**config.mk**
```make
export PLATFORM = sky130hd
export DESIGN_NAME = fmod32_unit
export DESIGN_NICKNAME = d
export VERILOG_FILES = /design/src/rtl/fmod32_pkg.sv /design/src/rtl/fmod32_ctl.sv /design/src/rtl/fmod32_dp.sv /design/src/rtl/fmod32_unit.sv
export SDC_FILE = /design/constraint.sdc
export NUM_CORES = 1
export LEC_CHECK = 0
export ABC_AREA = 1
export BUFFER_PORTS_ARGS = -buffer_cell sky130_fd_sc_hd__buf_2
export CAP_MARGIN = 20
export CORE_ASPECT_RATIO = 0.6
export CORE_UTILIZATION = 59
export CTS_CLUSTER_SIZE = 24
export DETAILED_ROUTE_END_ITERATION = 8
export PLACE_DENSITY = 0.95
export SLEW_MARGIN = 20
export SYNTH_ARGS = -nofsm -noshare
export SYNTH_HDL_FRONTEND = slang
export SYNTH_SLANG_ARGS = --single-unit
```
**constraint.sdc**
```tcl
create_clock -name clk -period 1.53 [get_ports clk]
set_input_delay 0.153 -clock clk [delete_from_list [all_inputs] [get_ports clk]]
set_output_delay 0.153 -clock clk [all_outputs]
set_load 0.05 [all_outputs]
```
**src/rtl/fmod32_pkg.sv**
```systemverilog
package fmod32_pkg;
  localparam int EXP_W  = 8;
  localparam int FRAC_W = 23;
  localparam int MAG_W  = FRAC_W + 1;
  localparam int REM_W  = 5;
  localparam int BIAS   = 127;
  localparam int WORD_W = 1 + EXP_W + FRAC_W;

  typedef struct packed {
    logic             remZero;   // magnitude below one
    logic             goLeft;    // align by left shift
    logic [EXP_W-1:0] shiftAmt;  // alignment distance
  } ctlStrobes_t;
endpackage

```
**src/rtl/fmod32_ctl.sv**
```systemverilog
module fmod32_ctl
  import fmod32_pkg::*;
(
  input  logic [EXP_W-1:0] biasedExp,
  output ctlStrobes_t      strobes
);
  logic [EXP_W-1:0] unbiased;

  always_comb begin
    unbiased         = biasedExp - EXP_W'(BIAS);
    strobes.remZero  = unbiased[EXP_W-1];
    strobes.goLeft   = !unbiased[EXP_W-1] && (unbiased > EXP_W'(FRAC_W));
    strobes.shiftAmt = strobes.goLeft ? unbiased - EXP_W'(FRAC_W)
                                      : EXP_W'(FRAC_W) - unbiased;
  end
endmodule

```
**src/rtl/fmod32_dp.sv**
```systemverilog
module fmod32_dp
  import fmod32_pkg::*;
(
  input  logic              clk,
  input  logic              rstN,
  input  ctlStrobes_t       strobes,
  input  logic [FRAC_W-1:0] fracIn,
  output logic [EXP_W-1:0]  resExp,
  output logic [FRAC_W-1:0] resFrac
);
  logic [MAG_W-1:0] mag;
  logic [REM_W-1:0] aligned;
  logic [REM_W-1:0] rem;
  logic [2:0]       leadPos;

  assign mag     = {1'b1, fracIn};
  assign aligned = strobes.goLeft ? REM_W'(mag << strobes.shiftAmt)
                                  : REM_W'(mag >> strobes.shiftAmt);
  assign rem     = strobes.remZero ? '0 : aligned;

  always_comb begin
    leadPos = '0;
    for (int i = 0; i < REM_W; i++) begin
      if (rem[i]) leadPos = 3'(i);
    end
  end

  always_comb begin
    if (rem == '0) begin
      resExp  = '0;
      resFrac = '0;
    end else begin
      resExp  = EXP_W'(BIAS) + EXP_W'(leadPos);
      resFrac = FRAC_W'(MAG_W'(rem) << (FRAC_W - int'(leadPos)));
    end
  end

  AST_NEG_EXP_ZERO: assert property (@(posedge clk) disable iff (!rstN)
    strobes.remZero |-> (resExp == '0 && resFrac == '0));

  AST_ZERO_ENCODE: assert property (@(posedge clk) disable iff (!rstN)
    (rem == '0) |-> (resExp == '0 && resFrac == '0));

  AST_EXP_RANGE: assert property (@(posedge clk) disable iff (!rstN)
    (rem != '0) |-> (resExp >= EXP_W'(BIAS) && resExp <= EXP_W'(BIAS + REM_W - 1)));

  AST_LEAD_ONE: assert property (@(posedge clk) disable iff (!rstN)
    (rem != '0) |-> ((rem >> (resExp - EXP_W'(BIAS))) == REM_W'(1)));
endmodule

```
**src/rtl/fmod32_unit.sv**
```systemverilog
module fmod32_unit
  import fmod32_pkg::*;
#(
  parameter int PIPE_STAGES = 1
) (
  input  logic              clk,
  input  logic              rstN,
  input  logic [31:0]       inFloat,
  output logic [31:0]       outFloat
);
  ctlStrobes_t       strobes;
  logic [EXP_W-1:0]  resExp;
  logic [FRAC_W-1:0] resFrac;
  logic [WORD_W-1:0] resWord;

  fmod32_ctl uCtl (
    .biasedExp (inFloat[WORD_W-2 -: EXP_W]),
    .strobes   (strobes)
  );

  fmod32_dp uDp (
    .clk     (clk),
    .rstN    (rstN),
    .strobes (strobes),
    .fracIn  (inFloat[FRAC_W-1:0]),
    .resExp  (resExp),
    .resFrac (resFrac)
  );

  assign resWord = {inFloat[WORD_W-1], resExp, resFrac};

  generate
    if (PIPE_STAGES == 0) begin : gComb
      assign outFloat = resWord;
      AST_SIGN_COMB: assert property (@(posedge clk) disable iff (!rstN)
        outFloat[WORD_W-1] == inFloat[WORD_W-1]);
    end else begin : gReg
      always_ff @(posedge clk or negedge rstN) begin
        if (!rstN) outFloat <= '0;
        else       outFloat <= resWord;
      end
      AST_SIGN_PIPE: assert property (@(posedge clk) disable iff (!rstN)
        1'b1 |=> outFloat[WORD_W-1] == $past(inFloat[WORD_W-1]));
      AST_RESET_CLEAR: assert property (@(posedge clk)
        !rstN |-> outFloat == '0);
    end
  endgenerate
endmodule

```
==> results.py, run 1 <==
metrics = {
    "status": {
        "status": "aborted with a tool error",
        "lastStage": "global routing",
        "error": "[ERROR GRT-0116] Global routing finished with congestion. Check the congestion regions in the DRC Viewer.",
    },
    "yosys": {
        "async_reset_ff_share_pct": 100.0,
        "synth_largest_area_cell": "nand2_1",
        "synth_commonest_cells": "125 x nand2_1, 60 x nand3_1, 34 x inv_1",
        "synth_edf_count": 0,
        "yosys-top-cells-area": "nand2_1 18%, dfrtp_1 14%, nand3_1 12%, nand4_1 8.0%, buf_4 7.0%",
        "synth_seq_cells": 14,
        "synth_most_common_cell": "nand2_1",
        "ys_seq_area_share_pct": 13.63,
        "ys_types": 40,
        "syn_area_mm2": 0.002571,
        "dominantRegCellSynth": "dfrtp_1",
        "synth_area_per_cell_um2": 6.181,
        "ys_warn_count": 0,
        "postSynthCellCount": 416,
        "yosysTopAreaCellShare_pct": 18.25,
    },
    "clocking": {
        "cts.path.max_buffers": 2,
        "cts-root-buf": "clkbuf_8",
        "cts_buffers": 3,
        "ctsHtreeMaxLevel": 1,
        "cts.sinks": 14,
    },
    "placement": {
        "port_buffers": 49,
        "dpl.hpwl_mm": 7.024,
        "place_area_mm2": 0.003297,
        "finalWeightedCongestion": 1.152,
    },
    "global_routing": {
        "grt_pass1_wl_mm": 23.81,
        "grt_pass1_vias": 4490,
        "gr-total-overflow": 1,
        "grtUsageTotal_pct": 71.02,
        "grt_max_degree": 23,
    },
    "floorplanning": {
        "die_y_um": 53.14,
        "die_w_um": 87.23,
        "rows": 18,
        "ios": 66,
        "initial_core_util_pct": 62.05,
    },
}
through the flow:
stage / hold slack [ns] / setup slack, ns / TNS, ns / instances
after floorplan: -0.1426 / -1.278 / -10.07 / 434
after global placement: 0.04717 / -1.597 / -14.29 / 577
after detailed placement: 0.06142 / -1.814 / -16.50 / 577
after CTS: 0.03247 / -1.332 / -12.23 / 606
cells by family after synthesis:
family	synth area share (%)
and+or+nand+nor	55.28
buffers and inverters	16.89
AOI/OAI and AO/OA	9.149
DFF	13.63
adders and majority gates	3.893
xor gates and xnor gates	1.022
other	0.1458
repair_timing:
action,4_1_cts
hold buffers,1
pin swaps,42
gates cloned,4
gates resized for setup,73
buffers inserted,20
setup endpoints to repair,10
endpoints found under the hold margin,14
routing by layer:
layer | track usage [%] | overflow
met1 | 69.90 | 0
met5 | 12.99 | 0
met2 | 90.42 | 0
met4 | 70.77 | 1
met3 | 56.94 | 0
==> inputs of run 2 (changes only) <==
- CORE_ASPECT_RATIO: 0.6 -> unset
- CORE_UTILIZATION: 59 -> 40
- CTS_CLUSTER_SIZE: 24 -> unset
- PLACE_DENSITY: 0.95 -> unset
- PLACE_DENSITY_LB_ADDON: unset -> 0.15
==> results.py, run 2 <==
metrics = {
    "layout": {
        "largest_register": "outFloat",
        "fin_cells": 636,
        "reg.largest.list": "outFloat x14",
        "largest_reg_flops": 14,
        "syn_to_final_growth_pct": 60.78,
        "layout_common_cells": "107 x nand2_1, 88 x buf_4, 46 x nand3_1, 46 x buf_2, 33 x nand4_1",
        "final_nets": 604,
        "diodes": 0,
        "design_area_mm2": 0.004134,
        "final_common_cell": "nand2_1",
        "fin_util_pct": 68.21,
        "final_layout_size_suffix_gt1_share_pct": 48.66,
    },
    "yosys": {
        "synth_largest_area_cell": "nand2_1",
        "yosysTopAreaCellShare_pct": 18.25,
        "dominantRegCellSynth": "dfrtp_1",
        "syn_area_mm2": 0.002571,
        "ys_seq_area_share_pct": 13.63,
        "synth_most_common_cell": "nand2_1",
        "ys_warn_count": 0,
        "synth_edf_count": 0,
        "synth_commonest_cells": "125 x nand2_1, 60 x nand3_1, 34 x inv_1",
        "async_reset_ff_share_pct": 100.0,
        "yosys-top-cells-area": "nand2_1 18%, dfrtp_1 14%, nand3_1 12%, nand4_1 8.0%, buf_4 7.0%",
        "synth_area_per_cell_um2": 6.181,
        "postSynthCellCount": 416,
        "ys_types": 40,
        "synth_seq_cells": 14,
    },
    "setup_path": {
        "path_delay_family": "simple AND/OR/NAND/NOR gates",
        "crit_start": "inFloat[24]",
        "cp_slowest_stage_delay_ns": 0.25,
        "worstSetupPathType": "input pin to register",
        "crit_buf_inv": 8,
        "slowest_stage": "ha_4",
        "path_max_fanout": 4,
        "critPathCaptureType": "register",
        "required_ns": 1.66,
        "critPathArrivalTime_ns": 3.03,
        "start_kind": "input pin",
    },
    "floorplanning": {
        "dieArea_mm2": 0.006753,
        "die_w_um": 82.18,
        "core_region_area_mm2": 0.006061,
        "initial_core_util_pct": 42.42,
        "ios": 66,
        "rows": 28,
        "die_y_um": 82.18,
    },
    "global_routing": {
        "gr-total-overflow": 0,
        "grt_pass1_wl_mm": 13.92,
        "antenna_found_initial": 0,
        "grt_pass1_vias": 3138,
        "grt_max_degree": 24,
        "grtUsageTotal_pct": 26.71,
    },
    "sta": {
        "holdWs_ns": 0.01758,
        "rsz0062_at_grt": "true",
        "worst_slack_ns": -1.369,
        "fin_crit_ns": 2.899,
        "finalMaxSlewViolations": 0,
        "fmax_mhz": 344.9,
        "setup-tns-final_ns": -12.54,
        "setup_viol": 10,
        "final_hold_viol_count": 0,
        "period_share_pct": 189.5,
    },
    "route": {
        "viasPerCell": 5.186,
        "wl_per_cell_um": 13.65,
        "vias": 3298,
        "drt_iter0_drc": 162,
        "ant_nets": 0,
        "routed_wl_mm": 8.682,
        "dr.pass1.iters": 5,
        "drc": 0,
    },
    "clocking": {
        "cts.sinks": 14,
        "cts_buffers": 3,
        "path_clk_slew_ns": 0.05,
        "ctsHtreeMaxLevel": 1,
        "cts.path.max_buffers": 2,
        "cts_tree": "yes",
        "cts-root-buf": "clkbuf_8",
    },
    "status": {
        "status": "finished with violations",
        "violations": "setup timing",
    },
    "placement": {
        "port_buffers": 49,
        "dpl.hpwl_mm": 5.814,
        "place_inst": 591,
        "place_area_mm2": 0.003308,
        "dp_slack_ns": -1.697,
        "finalWeightedCongestion": 0.8742,
    },
    "flow_run": {
        "maxCapViolCount": 0,
    },
    "hold_path": {
        "min_to": "outFloat[31]",
        "hp-class": "input pin to register",
        "hold_start": "inFloat[31]",
        "hold_depth": 1,
    },
    "power_and_ir_drop": {
        "power_density_mw_per_mm2": 668.8,
        "power.total_mw": 2.765,
        "leakagePower_nw": 2.181,
        "vdd_ir_drop_max_mv": 0.6938,
    },
}
[run 2: cell counts after synthesis]
Identical to the previous run, type by type.
[run 2: logic make-up after synthesis]
kind of cell | after synthesis | share of synthesized area, %
simple gates | 280 | 55.28
flops | 14 | 13.63
fa+ha+maj | 8 | 3.893
compound gates | 32 | 9.149
other cells | 1 | 0.1458
xor+xnor | 3 | 1.022
buf+inv | 78 | 16.89
[run 2: cell type report]
type,count,area [um^2]
multi-input combinational,342,2181
fill,528,1927
timing repair buffer,156,1257
sequential,14,350.3
inverter,45,196.4
tap,75,93.84
clock buffer,4,55.05
[run 2: report_power, final]
| part | internal [mW] | switching, mW | leakage, nW |
|---|---|---|---|
| Clock | 0.227 | 0.119 | 0.0288 |
| Sequential | 0.407 | 0.00844 | 0.181 |
| Combinational | 0.814 | 1.19 | 1.97 |
[run 2: routing by layer]
layer / wire (um) / up-vias / GRT usage [%]
li1: - / 1642 / -
met1: 3522 / 1496 / 31.18
met2: 4406 / 136 / 50.41
met3: 469 / 24 / 2.857
met4: 284 / 0 / 8.246
met5: 0 / - / 0
[run 2: repair_timing]
| action | in CTS | in global routing |
|---|---|---|
| gates resized for setup | 80 | 18 |
| hold endpoints to repair | 14 | 0 |
| cloned | 5 | 0 |
| setup endpoints to repair | 10 | 10 |
| pin swaps | 48 | 24 |
| setup buffers | 33 | 3 |
| hold buffers | 1 | 0 |
[run 2: worst max path at each step]
stage,to,depth (start not counted)
finish,outFloat[25],28
global route,outFloat[22],31
CTS,outFloat[25],26
detailed placement,outFloat[25],24
global placement,outFloat[25],22
floorplan,outFloat[25],25
No activity file was read; power rests on OpenSTA's default activity.
